===== config.mk =====
export PLATFORM = sky130hd
export DESIGN_NAME = scl_timing_gen
export DESIGN_NICKNAME = d
export VERILOG_FILES = /design/src/rtl/scl_timing_pkg.sv /design/src/rtl/scl_cfg_shadow.sv /design/src/rtl/scl_phase_ctrl.sv /design/src/rtl/scl_strobe_gen.sv /design/src/rtl/scl_timing_gen.sv
export SDC_FILE = /design/constraint.sdc
export NUM_CORES = 1
export LEC_CHECK = 0
export ABC_AREA = 1
export BUFFER_PORTS_ARGS = -buffer_cell sky130_fd_sc_hd__buf_2
export CAP_MARGIN = 10
export CORE_AREA = 3 3 101 103
export CTS_BUF_LIST = sky130_fd_sc_hd__clkbuf_4
export CTS_CLUSTER_SIZE = 25
export DETAILED_ROUTE_END_ITERATION = 10
export DIE_AREA = 0 0 104 106
export MAX_ROUTING_LAYER = met4
export PLACE_DENSITY = 0.76
export SLEW_MARGIN = 25
export SYNTH_ARGS = -nofsm -noshare
export SYNTH_HDL_FRONTEND = slang
export SYNTH_SLANG_ARGS = --single-unit

===== constraint.sdc =====
create_clock -name clk -period 6.7 [get_ports clk]
set_input_delay 1.005 -clock clk [delete_from_list [all_inputs] [get_ports clk]]
set_output_delay 1.005 -clock clk [all_outputs]
set_load 0.05 [all_outputs]

===== src/rtl/scl_timing_pkg.sv =====
// Shared constants, phase type and clamp helper for the SCL period generator.
// Assumes counts are unsigned and wide enough to hold the minimum values.
package scl_timing_pkg;

    // Fixed cycle overheads added to the programmed counts.
    localparam int HIGH_OVERHEAD  = 8;
    localparam int LOW_OVERHEAD   = 1;
    localparam int SETTLE_OVERHEAD = 3;

    // Floors applied to the programmed counts.
    localparam int MIN_HIGH = 6;
    localparam int MIN_LOW  = 8;

    // Number of speed modes with their own count pair.
    localparam int NUM_MODES = 2;

    typedef enum logic [2:0] {
        PH_IDLE   = 3'd0,
        PH_START  = 3'd1,
        PH_LOW    = 3'd2,
        PH_HIGH   = 3'd3,
        PH_STOP   = 3'd4
    } phase_e;

endpackage


===== src/rtl/scl_cfg_shadow.sv =====
// Configuration shadow: clamps each mode's counts to their floors, selects the
// pair for the requested mode and holds it while the controller is enabled.
// Assumes 'capture' is high exactly while the controller reports disabled.
module scl_cfg_shadow
    import scl_timing_pkg::*;
#(
    parameter int CNT_W = 16
) (
    input  logic             clk,
    input  logic             rst_n,
    input  logic             capture,
    input  logic             fast_mode,
    input  logic [CNT_W-1:0] std_high_cnt,
    input  logic [CNT_W-1:0] std_low_cnt,
    input  logic [CNT_W-1:0] fast_high_cnt,
    input  logic [CNT_W-1:0] fast_low_cnt,
    output logic [CNT_W-1:0] high_eff,
    output logic [CNT_W-1:0] low_eff
);

    localparam logic [CNT_W-1:0] HIGH_FLOOR = CNT_W'(MIN_HIGH);
    localparam logic [CNT_W-1:0] LOW_FLOOR  = CNT_W'(MIN_LOW);

    logic [CNT_W-1:0] raw_high   [NUM_MODES];
    logic [CNT_W-1:0] raw_low    [NUM_MODES];
    logic [CNT_W-1:0] floor_high [NUM_MODES];
    logic [CNT_W-1:0] floor_low  [NUM_MODES];

    // Gather per-mode count inputs (index 1 = fast mode).
    always_comb begin
        raw_high[0] = std_high_cnt;
        raw_low[0]  = std_low_cnt;
        raw_high[1] = fast_high_cnt;
        raw_low[1]  = fast_low_cnt;
    end

    // Apply the floors separately for every mode.
    for (genvar m = 0; m < NUM_MODES; m++) begin : g_clamp
        assign floor_high[m] = (raw_high[m] < HIGH_FLOOR) ? HIGH_FLOOR : raw_high[m];
        assign floor_low[m]  = (raw_low[m]  < LOW_FLOOR)  ? LOW_FLOOR  : raw_low[m];
    end

    // Capture the selected pair only while disabled.
    always_ff @(posedge clk) begin
        if (!rst_n) begin
            high_eff <= HIGH_FLOOR;
            low_eff  <= LOW_FLOOR;
        end else if (capture) begin
            high_eff <= floor_high[fast_mode];
            low_eff  <= floor_low[fast_mode];
        end
    end


    high_floor_chk: assert property (@(posedge clk) disable iff (!rst_n)
        high_eff >= HIGH_FLOOR);


    low_floor_chk: assert property (@(posedge clk) disable iff (!rst_n)
        low_eff >= LOW_FLOOR);


    frozen_cfg_chk: assert property (@(posedge clk) disable iff (!rst_n)
        (!capture && !$past(capture)) |-> ($stable(high_eff) && $stable(low_eff)));

endmodule


===== src/rtl/scl_phase_ctrl.sv =====
// Phase sequencer: walks START hold, low, high and STOP release periods,
// counting high and release cycles only while the line reads high. Owns the
// enable status, which may change only while no transfer is active.
// Assumes scl_in is already synchronised to clk.
module scl_phase_ctrl
    import scl_timing_pkg::*;
#(
    parameter int CNT_W = 16
) (
    input  logic             clk,
    input  logic             rst_n,
    input  logic             enable_req,
    input  logic             start_req,
    input  logic             stop_req,
    input  logic             scl_in,
    input  logic [CNT_W-1:0] high_eff,
    input  logic [CNT_W-1:0] low_eff,
    output phase_e           phase,
    output logic [CNT_W+1:0] phase_cnt,
    output logic             enable_status,
    output logic             drive_low
);

    localparam int PW = CNT_W + 2;

    logic [PW-1:0] settle_last;
    logic [PW-1:0] low_last;
    logic [PW-1:0] high_last;
    logic          stop_pend;
    logic          stop_now;

    // Last counter value of each period, widened so the overheads never wrap.
    always_comb begin
        settle_last = PW'(high_eff) + PW'(SETTLE_OVERHEAD - 1);
        low_last    = PW'(low_eff)  + PW'(LOW_OVERHEAD - 1);
        high_last   = PW'(high_eff) + PW'(HIGH_OVERHEAD - 1);
    end

    // A stop is taken from the held flag or from a request in the same cycle.
    assign stop_now = stop_pend | stop_req;

    // Enable status follows the request only between transfers.
    always_ff @(posedge clk) begin
        if (!rst_n) begin
            enable_status <= 1'b0;
        end else if (phase == PH_IDLE) begin
            enable_status <= enable_req;
        end
    end

    // Remember a stop request until the STOP release period begins.
    always_ff @(posedge clk) begin
        if (!rst_n) begin
            stop_pend <= 1'b0;
        end else if (phase == PH_STOP || phase == PH_IDLE) begin
            stop_pend <= 1'b0;
        end else if (stop_req) begin
            stop_pend <= 1'b1;
        end
    end

    // Phase and in-phase counter sequencing.
    always_ff @(posedge clk) begin
        if (!rst_n) begin
            phase     <= PH_IDLE;
            phase_cnt <= '0;
        end else begin
            unique case (phase)
                PH_IDLE: begin
                    phase_cnt <= '0;
                    if (enable_status && enable_req && start_req) begin
                        phase <= PH_START;
                    end
                end
                PH_START: begin
                    if (phase_cnt == settle_last) begin
                        phase     <= PH_LOW;
                        phase_cnt <= '0;
                    end else begin
                        phase_cnt <= phase_cnt + 1'b1;
                    end
                end
                PH_LOW: begin
                    if (phase_cnt == low_last) begin
                        phase     <= stop_now ? PH_STOP : PH_HIGH;
                        phase_cnt <= '0;
                    end else begin
                        phase_cnt <= phase_cnt + 1'b1;
                    end
                end
                PH_HIGH: begin
                    if (scl_in) begin
                        if (phase_cnt == high_last) begin
                            phase     <= PH_LOW;
                            phase_cnt <= '0;
                        end else begin
                            phase_cnt <= phase_cnt + 1'b1;
                        end
                    end
                end
                PH_STOP: begin
                    if (scl_in) begin
                        if (phase_cnt == settle_last) begin
                            phase     <= PH_IDLE;
                            phase_cnt <= '0;
                        end else begin
                            phase_cnt <= phase_cnt + 1'b1;
                        end
                    end
                end
                default: begin
                    phase     <= PH_IDLE;
                    phase_cnt <= '0;
                end
            endcase
        end
    end

    // SCL is pulled only during low periods.
    assign drive_low = (phase == PH_LOW);


    drive_needs_enable_chk: assert property (@(posedge clk) disable iff (!rst_n)
        drive_low |-> enable_status);


    status_change_idle_chk: assert property (@(posedge clk) disable iff (!rst_n)
        (enable_status != $past(enable_status)) |-> ($past(phase) == PH_IDLE));


    low_bound_chk: assert property (@(posedge clk) disable iff (!rst_n)
        (phase == PH_LOW) |-> (phase_cnt <= low_last));


    stretch_hold_chk: assert property (@(posedge clk) disable iff (!rst_n)
        ((phase == PH_HIGH) && !scl_in) |=> ((phase == PH_HIGH) && $stable(phase_cnt)));

endmodule


===== src/rtl/scl_strobe_gen.sv =====
// Phase strobes for the bit engine: mid-high sample point, fall (shift) point
// and end of the STOP release. Purely combinational from the sequencer state.
// Assumes the counter starts at zero on entry to every phase.
module scl_strobe_gen
    import scl_timing_pkg::*;
#(
    parameter int CNT_W = 16
) (
    input  phase_e           phase,
    input  logic [CNT_W+1:0] phase_cnt,
    input  logic             scl_in,
    input  logic [CNT_W-1:0] high_eff,
    output logic             sample_stb,
    output logic             shift_stb,
    output logic             stop_stb
);

    localparam int PW = CNT_W + 2;

    logic [PW-1:0] mid_point;
    logic [PW-1:0] settle_last;

    // Mid-point of the counted high period and last counted STOP cycle.
    always_comb begin
        mid_point   = (PW'(high_eff) + PW'(HIGH_OVERHEAD)) >> 1;
        settle_last = PW'(high_eff) + PW'(SETTLE_OVERHEAD - 1);
    end

    // Decode the strobes; counted cycles need the line high.
    always_comb begin
        sample_stb = (phase == PH_HIGH) && scl_in && (phase_cnt == mid_point);
        shift_stb  = (phase == PH_LOW)  && (phase_cnt == '0);
        stop_stb   = (phase == PH_STOP) && scl_in && (phase_cnt == settle_last);
    end

endmodule


===== src/rtl/scl_timing_gen.sv =====
// Top of the I2C master SCL period generator: config shadow, phase sequencer
// and strobe decode. Drives SCL open-drain style through scl_drive_low.
// Assumes scl_in is synchronised to clk by the pad logic.
module scl_timing_gen
    import scl_timing_pkg::*;
#(
    parameter int CNT_W = 16
) (
    input  logic             clk,
    input  logic             rst_n,
    input  logic             enable_req,
    input  logic             fast_mode,
    input  logic [CNT_W-1:0] std_high_cnt,
    input  logic [CNT_W-1:0] std_low_cnt,
    input  logic [CNT_W-1:0] fast_high_cnt,
    input  logic [CNT_W-1:0] fast_low_cnt,
    input  logic             start_req,
    input  logic             stop_req,
    input  logic             scl_in,
    output logic             scl_drive_low,
    output logic             enable_status,
    output logic             sample_stb,
    output logic             shift_stb,
    output logic             stop_stb
);

    logic [CNT_W-1:0] high_eff;
    logic [CNT_W-1:0] low_eff;
    phase_e           phase;
    logic [CNT_W+1:0] phase_cnt;

    scl_cfg_shadow #(.CNT_W(CNT_W)) i_cfg (
        .clk          (clk),
        .rst_n        (rst_n),
        .capture      (!enable_status),
        .fast_mode    (fast_mode),
        .std_high_cnt (std_high_cnt),
        .std_low_cnt  (std_low_cnt),
        .fast_high_cnt(fast_high_cnt),
        .fast_low_cnt (fast_low_cnt),
        .high_eff     (high_eff),
        .low_eff      (low_eff)
    );

    scl_phase_ctrl #(.CNT_W(CNT_W)) i_ctrl (
        .clk          (clk),
        .rst_n        (rst_n),
        .enable_req   (enable_req),
        .start_req    (start_req),
        .stop_req     (stop_req),
        .scl_in       (scl_in),
        .high_eff     (high_eff),
        .low_eff      (low_eff),
        .phase        (phase),
        .phase_cnt    (phase_cnt),
        .enable_status(enable_status),
        .drive_low    (scl_drive_low)
    );

    scl_strobe_gen #(.CNT_W(CNT_W)) i_stb (
        .phase     (phase),
        .phase_cnt (phase_cnt),
        .scl_in    (scl_in),
        .high_eff  (high_eff),
        .sample_stb(sample_stb),
        .shift_stb (shift_stb),
        .stop_stb  (stop_stb)
    );


    shift_on_fall_chk: assert property (@(posedge clk) disable iff (!rst_n)
        $rose(scl_drive_low) |-> shift_stb);


    sample_when_high_chk: assert property (@(posedge clk) disable iff (!rst_n)
        sample_stb |-> (!scl_drive_low && scl_in));


    stop_then_release_chk: assert property (@(posedge clk) disable iff (!rst_n)
        stop_stb |=> !scl_drive_low);


    strobes_exclusive_chk: assert property (@(posedge clk) disable iff (!rst_n)
        $onehot0({sample_stb, shift_stb, stop_stb}));

endmodule


==> metrics.md, run 1 <==
| Metric | Value |
|---|---|
| Final-report hold violation count | `0` |
| Crit path launch type | `register` |
| Layout cell share with drive strength beyond 1 | `15.0%` |
| Floorplan die area | `between 10000 and 15000 um^2` |
| Top cell type by total area after synthesis | `dfxtp_1` |
| Leakage dissipation | `2.63 nW` |
| Area of all placed cells without fillers | `5510 um^2` |
| Transition time at the pin with the least slew margin | `a little under 1000 ps` |
| Worst slack, placed | `approximately 3300 ps` |
| Worst-case hold path end point | `i_cfg.low_eff[8]$_SDFFE_PN0N_` |
| Net switching power | `~650 uW` |
| Combinational family with the most area after synthesis | `simple AND/OR/NAND/NOR gates` |
| Final Hold Slack | `506 ps` |
| Antenna violations before repair | `0` |
| Number of storage elements in the synthesis netlist | `55` |
| Netlist Area Pre-Place | `5100 um^2` |
| Cells taking the most area after synthesis | `dfxtp_1 22%, nand2_1 17%, inv_1 8.3%` |
| Number of flops mapped to enable cells by yosys | `0` |
| Layout Nets | `964` |
| Async set or reset register ratio after synthesis | `0%` |
| Most frequently used flop master after synthesis | `dfxtp_1` |
| Status | `finished, final reports clean` |
| Setup Fix Bufs, Post-CTS | `0` |
| Overall via count from detail_route | `about 5.7k` |
| Number of buffers added on ports | `75` |
| Vias in the first global route | `between 5k and 6k` |
| Post-synthesis cell type count | `43` |
| Number of antenna cells inserted | `0` |
| Signed area change from the synthesized netlist to the final layout | `7.89%` |
| Data arrival time of the critical path | `2830 ps` |
| Final core utilization | `59.3%` |
| Setup TNS Final | `0 ps` |
| Post-Route WL | `17.0 mm` |
| Critical path fanouts, max | `10` |
| Fin. max-slew vios | `0` |
| CTS Sinks | `55` |
| Simple-Gate Fraction of Synth Area | `41.0%` |
| Clock tree from TritonCTS | `built` |
| Leftover overflow at the end of global routing | `0` |
| Die X | `104 um` |
| Area share of fa/ha/maj cells after synthesis | `under 10%` |
| Number of standard cells in the layout, taps in and fillers out | `1015` |
| Most frequent cell after synthesis | `nand2_1` |
| Internal power | `661 uW` |
| Final worst clock skew | `13.9 ps` |
| Required @ worst endpoint | `5690 ps` |
| Start of the worst register-to-register path | `i_cfg.high_eff[2]$_SDFFE_PN1N_` |
| CTS Hold Buffers Added | `0` |
| Maximum frequency from static timing analysis | `roughly 260 MHz` |
| Sequential fraction of the synthesis area | `a little over a fifth` |
| Cells on worst reg2reg path | `14` |
| Min-Delay Path Depth | `2` |
| Buffer depth of the longest clock path | `2` |
| Number of instances in the synthesized netlist | `844` |
| Number of rows in the core area | `35` |
| Setup crit end kind | `output pin` |
| Placeable Area | `9280 um^2` |
| Kind of critical path | `reg -> out` |
| Gp weighted congestion | `around 1.0` |
| Beginning of the critical path | `i_cfg.high_eff[3]$_SDFFE_PN0N_` |
| Clock period minus final worst setup slack | `roughly 3800 ps` |
| H-tree lvl count | `2` |
| Remaining number of nets flagged by the antenna check after routing | `0` |
| Xor and xnor fraction of the mapped netlist area | `8.87%` |
| Drt wl/cell | `16.8 um` |
| Ratio of final minimum period to clock period | `a little under three fifths` |
| Height of the die | `106 um` |
| Proportion of netlist area held by the largest area contributor | `around 22%` |
| Number of vias per cell after detailed routing | `5.60` |
| Cell Chain, Critical Path | `ha_1 -> nand2_1 -> nor2_4 -> nand2_1 -> inv_2 -> nand3_1 -> nand2_1 -> nand2_1 -> nor3_1 -> nand3_1 -> nor4_1 -> buf_2` |
| Multiplexer share of the synthesized area | `0%` |
| Top post-synthesis cells by count | `232 x nand2_1, 113 x inv_1, 74 x nor2_1` |
| PnR Total Power | `1.31 mW` |
| Setup repair after global routing missed its margin | `false` |
| Finish-stage setup viols | `0` |
| Residual DRC count | `0` |
| Count of buffer and inverter cells on the critical path | `2` |
| Resized Gates After CTS | `0` |
| Placed Cells incl. Taps | `1007` |
| Master of the slowest instance on the critical path | `dfxtp_1` |
| CP dominant cell by count | `nand2_1` |
| Max-slew headroom | `34.7%` |
| Number of detailed-routing iterations run before antenna repair | `5` |
| Cell class contributing the biggest share of worst-path delay | `simple AND/OR/NAND/NOR gates` |
| Synthesized area per cell | `6.05 um^2` |
| Max VDD drop | `around 180 uV` |
| Wire length of the first global-routing pass | `27.9 mm` |
| Fraction of power spent switching nets | `49.7%` |
| Io pins | `76` |
| Reported max-cap violation count | `0` |
| Worst hold start | `i_cfg.low_eff[8]$_SDFFE_PN0N_` |
| Initial core utilization | `between 50 and 60%` |
| Syn nets | `923` |
| Smallest setup slack after layout | `2870 ps` |
| Post-placement cell area | `5440 um^2` |
| Largest net degree at the start of global routing | `42` |
| GRT Resource Usage Total | `32.3%` |
| Violation count after the first detailed-routing iteration | `338` |
| Detailed Place HPWL | `around 14 mm` |
| Yosys warnings | `0` |
| Power share of the clock group | `12.7%` |
| R2R Setup Slk | `3930 ps` |
| Clock tree root buffer cell | `clkbuf_4` |
| Clock network latency to the later pin of the worst-skew pair | `400 ps` |
| Endpoint of the worst register-to-register path | `i_ctrl.phase_cnt[14]$_SDFFE_PN0P_` |
| Combinational share of power | `51.6%` |
| Part of the power in registers | `35.7%` |
| Stage delay of the slowest cell on the critical path | `550 ps` |
| Power per standard cell area | `239 nW/um^2` |
| Number of buffers created by CTS | `5` |
| Class of the tightest hold or removal check | `reg -> reg` |
| Clock-pin slew on the worst setup and hold paths | `180 ps` |
| Synthesized-area fraction occupied by ao, oa, aoi and oai cells | `13.6%` |
[routing by layer]
layer  GRT usage (%)  vias to the layer above  share of wire, %
met5               -                        -                 0
met4            12.3                        0               3.7
met3            3.95                       54               6.9
met2            56.9                      257                49
met1            37.7                     2576                40
li1                -                     2800                 -
[power by group through the flow]
stage | clock network [mW] | registers, mW | logic (mW)
2_1_floorplan | 0 | 0.433 | 0.541
4_1_cts | 0.173 | 0.469 | 0.672
6_report | 0.167 | 0.469 | 0.679
3_5_place_dp | 0 | 0.476 | 0.670
5_1_grt | 0.182 | 0.476 | 0.770
3_3_place_gp | 0 | 0.475 | 0.663
[cell families after synthesis]
kind of cell	Yosys count
xor+xnor	50
flops	55
compound gates	109
simple gates	460
buf+inv	162
fa+ha+maj	8
[cell type report]
| cell class | instances | area, um^2 |
|---|---|---|
| clock buffer | 5 | 37.5 |
| clock inverter | 3 | 27.5 |
| fill | 942 | 3780 |
| inverter | 119 | 447 |
| multi-input combinational | 627 | 3340 |
| sequential | 55 | 1100 |
| tap | 129 | 161 |
| timing repair buffer | 77 | 390 |
[how the worst max path moves through the flow]
stage          endpoint  slack [ps]  depth (start not counted)
4_1_cts        stop_stb        2880                         12
3_5_place_dp   stop_stb        3340                         12
6_report       stop_stb        2870                         12
2_1_floorplan  stop_stb        2670                         10
3_3_place_gp   stop_stb        3410                         12
5_1_grt        stop_stb        2610                         12
[tightest hold or removal path, cell delays in order (launching register included)]
cell	delay, ps
dfxtp_1	360
inv_1	50
a221oi_1	60
[layout by cell type, fill, tap and decap left out, types with 18 or more instances in the layout]
cell        n
o21ai_0    19
inv_1     111
o211ai_1   19
nand4_1    18
nand2_1   232
nor2_1     74
a21oi_1    39
xor2_1     29
nand3_1    69
xnor2_1    20
buf_2      75
dfxtp_1    55
[state kept, by name, indices dropped and copies added, names as in the netlist]
signal and flops:
i_cfg.high_eff 16, i_cfg.low_eff 16, i_ctrl.phase_cnt 18, i_ctrl.phase 3, i_ctrl.stop_pend 1, i_ctrl.enable_status 1
(Power assumes the default switching activity.)
==> run 2, diff against run 1 <==
--- a/config.mk
+++ b/config.mk
@@ -8,13 +8,13 @@
 export ABC_AREA = 1
 export BUFFER_PORTS_ARGS = -buffer_cell sky130_fd_sc_hd__buf_2
 export CAP_MARGIN = 10
-export CORE_AREA = 3 3 101 103
+export CORE_AREA = 3 3 102 104
 export CTS_BUF_LIST = sky130_fd_sc_hd__clkbuf_4
 export CTS_CLUSTER_SIZE = 25
 export DETAILED_ROUTE_END_ITERATION = 10
-export DIE_AREA = 0 0 104 106
+export DIE_AREA = 0 0 105 107
 export MAX_ROUTING_LAYER = met4
-export PLACE_DENSITY = 0.76
+export PLACE_DENSITY = 0.77
 export SLEW_MARGIN = 25
 export SYNTH_ARGS = -nofsm -noshare
 export SYNTH_HDL_FRONTEND = slang
==> constraint.sdc (replaced) <==
create_clock -name clk -period 3.2 [get_ports clk]
set_input_delay 0.48 -clock clk [delete_from_list [all_inputs] [get_ports clk]]
set_output_delay 0.48 -clock clk [all_outputs]
set_load 0.05 [all_outputs]
==> run 2 against run 1 <==
  * Core utilization decreased by 1.3 points
  * Total power grew 110%
  * Sequential share of layout area decreased by 0.14 points
  * Largest cell class unchanged
  * Cell count increased by 0.99%
  * Critical endpoint is now sample_stb
==> metrics.md, run 2 (synthesis gave the netlist of run 1 again) <==
| Metric | Value |
|---|---|
| Fin. max-slew vios | `0 (unchanged)` |
| Kind of critical path | `reg -> out (unchanged)` |
| Internal power | `1.48 mW (was 661 uW)` |
| Max VDD drop | `503 uV (was 184 uV)` |
| Class of the tightest hold or removal check | `in -> reg (was reg -> reg)` |
| Setup repair after global routing missed its margin | `false (unchanged)` |
| Number of antenna cells inserted | `0 (unchanged)` |
| Antenna violations before repair | `0 (unchanged)` |
| Setup Fix Bufs, Post-CTS | `0 (unchanged)` |
| Power per standard cell area | `496 nW/um^2 (was 239 nW/um^2)` |
| Smallest setup slack after layout | `129 ps (was 2870 ps)` |
| Setup TNS Final | `0 ps (unchanged)` |
| PnR Total Power | `2.78 mW (was 1.31 mW)` |
| H-tree lvl count | `2 (unchanged)` |
| Worst slack, placed | `428 ps (was 3340 ps)` |
| Setup crit end kind | `output pin (unchanged)` |
| GRT Resource Usage Total | `29.4% (was 32.3%)` |
| Violation count after the first detailed-routing iteration | `326 (was 338)` |
| Number of detailed-routing iterations run before antenna repair | `5 (unchanged)` |
| Finish-stage setup viols | `0 (unchanged)` |
| Largest net degree at the start of global routing | `33 (was 42)` |
| CTS Hold Buffers Added | `0 (unchanged)` |
| Gp weighted congestion | `1.05 (was 1.02)` |
| R2R Setup Slk | `650 ps (was 3930 ps)` |
| Status | `finished, final reports clean (unchanged)` |
| Clock period minus final worst setup slack | `3070 ps` |
| Worst-case hold path end point | `i_cfg.high_eff[0]$_SDFFE_PN0N_ (was i_cfg.low_eff[8]$_SDFFE_PN0N_)` |
| Critical path fanouts, max | `9 (was 10)` |
| Fraction of power spent switching nets | `46.6% (was 49.7%)` |
| Post-Route WL | `15.8 mm (was 17.0 mm)` |
| Wire length of the first global-routing pass | `26.1 mm (was 27.9 mm)` |
| Transition time at the pin with the least slew margin | `935 ps (was 973 ps)` |
| Leakage dissipation | `2.68 nW (was 2.63 nW)` |
| Registers with the most flip-flops | `i_ctrl.phase_cnt x18, i_cfg.high_eff x16, i_cfg.low_eff x16 (unchanged)` |
| Power share of the clock group | `14.4% (was 12.7%)` |
| Data arrival time of the critical path | `2590 ps (was 2830 ps)` |
| Die X | `105 um (was 104 um)` |
| Final worst clock skew | `26.7 ps (was 13.9 ps)` |
| Area of all placed cells without fillers | `5600 um^2 (was 5510 um^2)` |
| Vias in the first global route | `5316 (was 5519)` |
| Maximum frequency from static timing analysis | `~330 MHz` |
| Placeable Area | `9640 um^2 (was 9280 um^2)` |
| Min-Delay Path Depth | `3 (was 2)` |
| Initial core utilization | `53.0% (was 55.0%)` |
| Signed area change from the synthesized netlist to the final layout | `9.66% (was 7.89%)` |
| Io pins | `76 (unchanged)` |
| Remaining number of nets flagged by the antenna check after routing | `0 (unchanged)` |
| Final-report hold violation count | `0 (unchanged)` |
| Clock tree from TritonCTS | `built (unchanged)` |
| Number of buffers added on ports | `75 (unchanged)` |
| Post-placement cell area | `5500 um^2 (was 5440 um^2)` |
| Worst hold start | `std_high_cnt[0] (was i_cfg.low_eff[8]$_SDFFE_PN0N_)` |
| Start of the worst register-to-register path | `i_cfg.high_eff[0]$_SDFFE_PN0N_ (was i_cfg.high_eff[2]$_SDFFE_PN1N_)` |
| CTS Sinks | `55 (unchanged)` |
| Clock network latency to the later pin of the worst-skew pair | `380 ps (was 400 ps)` |
| Number of vias per cell after detailed routing | `5.40 (was 5.60)` |
| Ratio of final minimum period to clock period | `96.0%` |
| Most common cell after layout, fill and taps aside | `nand2_1 (unchanged)` |
| Layout Nets | `970 (was 964)` |
| Layout cell share with drive strength beyond 1 | `16.3% (was 15.0%)` |
| Floorplan die area | `11200 um^2 (was 11000 um^2)` |
| Overall via count from detail_route | `5536 (was 5687)` |
| Clock tree root buffer cell | `clkbuf_4 (unchanged)` |
| Flip-flop count of the largest register, all copies and words added | `18 (unchanged)` |
| Reported max-cap violation count | `0 (unchanged)` |
| Part of the power in registers | `34.9% (was 35.7%)` |
| Max-slew headroom | `37.6% (was 34.7%)` |
| Clock-pin slew on the worst setup and hold paths | `170 ps (was 180 ps)` |
| Most frequent cells in the layout | `231 x nand2_1, 112 x inv_1, 74 x nor2_1, 74 x buf_2, 69 x nand3_1 (was 232 x nand2_1, 111 x inv_1, 75 x buf_2)` |
| Cells on worst reg2reg path | `14 (unchanged)` |
| Drt wl/cell | `15.4 um (was 16.8 um)` |
| Required @ worst endpoint | `2720 ps (was 5690 ps)` |
| Residual DRC count | `0 (unchanged)` |
| Combinational share of power | `50.7% (was 51.6%)` |
| Leftover overflow at the end of global routing | `0 (unchanged)` |
| Register bank with the most flops | `i_ctrl.phase_cnt (unchanged)` |
| Number of rows in the core area | `36 (was 35)` |
| Endpoint of the worst register-to-register path | `i_ctrl.phase_cnt[13]$_SDFFE_PN0P_ (was i_ctrl.phase_cnt[14]$_SDFFE_PN0P_)` |
| Buffer depth of the longest clock path | `2 (unchanged)` |
| Height of the die | `107 um (was 106 um)` |
| Number of buffers created by CTS | `5 (unchanged)` |
| Detailed Place HPWL | `12.9 mm (was 13.7 mm)` |
| Final core utilization | `58.1% (was 59.3%)` |
| Crit path launch type | `register (unchanged)` |
| Net switching power | `1.29 mW (was 654 uW)` |
[run 2: area by class of cell]
cell class / count / area, um^2
Inverter: 119 / 447
Multi-Input combinational cell: 627 / 3350
Timing Repair Buffer: 83 / 438
Clock buffer: 6 / 45.0
Sequential cell: 55 / 1110
Clock inverter: 2 / 38.8
Fill cell: 1011 / 4040
Tap cell: 133 / 166
[run 2: power by group through the flow]
stage	logic [mW]	clock network [mW]	registers, mW
after floorplan	1.14	0	0.908
after detailed placement	1.39	0	0.979
after global routing	1.59	0.426	0.987
after global placement	1.40	0	0.976
final	1.41	0.400	0.969
after CTS	1.40	0.412	0.965
[run 2: worst max path at each step]
stage | end | depth (start not counted) | slack, ps | startpoint
after global placement | stop_stb | 12 | 470 | i_cfg.high_eff[3]$_SDFFE_PN0N_
final | sample_stb | 9 | 130 | i_ctrl.phase_cnt[2]$_SDFFE_PN0P_
after floorplan | shift_stb | 6 | 170 | i_ctrl.phase[1]$_SDFFE_PN0P_
after CTS | stop_stb | 12 | 90 | i_cfg.high_eff[2]$_SDFFE_PN1N_
after global routing | sample_stb | 10 | 3 | i_cfg.high_eff[6]$_SDFFE_PN0N_
after detailed placement | stop_stb | 12 | 430 | i_cfg.high_eff[4]$_SDFFE_PN0N_
[run 2: stage by stage]
stage,std cells,hold slack [ps]
2_1_floorplan,844,464
3_3_place_gp,1017,491
3_5_place_dp,1017,490
4_1_cts,1025,324
5_1_grt,1025,320
6_report,1025,324
[run 2: metal layers]
metal	vias to the layer above	track usage, %	part of all wire, %
li1	2809	-	-
met1	2497	35.7	43
met2	197	50.5	48
met3	33	3.85	5.9
met4	0	9.93	3.0
met5	-	-	0
[run 2: timing repair]
action,4_1_cts,5_1_grt
setup endpoints to repair,1,2
cloned,0,0
resized for setup,2,7
hold endpoints to repair,0,0
[run 2: critical path, stage by stage, from the launching register on]
cell and delay, ps:
dfxtp_1 620, inv_1 220, nand2_1 110, nand4_1 140, nor3b_1 290, o2111ai_1 170
nor3_1 150, nand2_1 80, nor2_1 140, buf_2 290
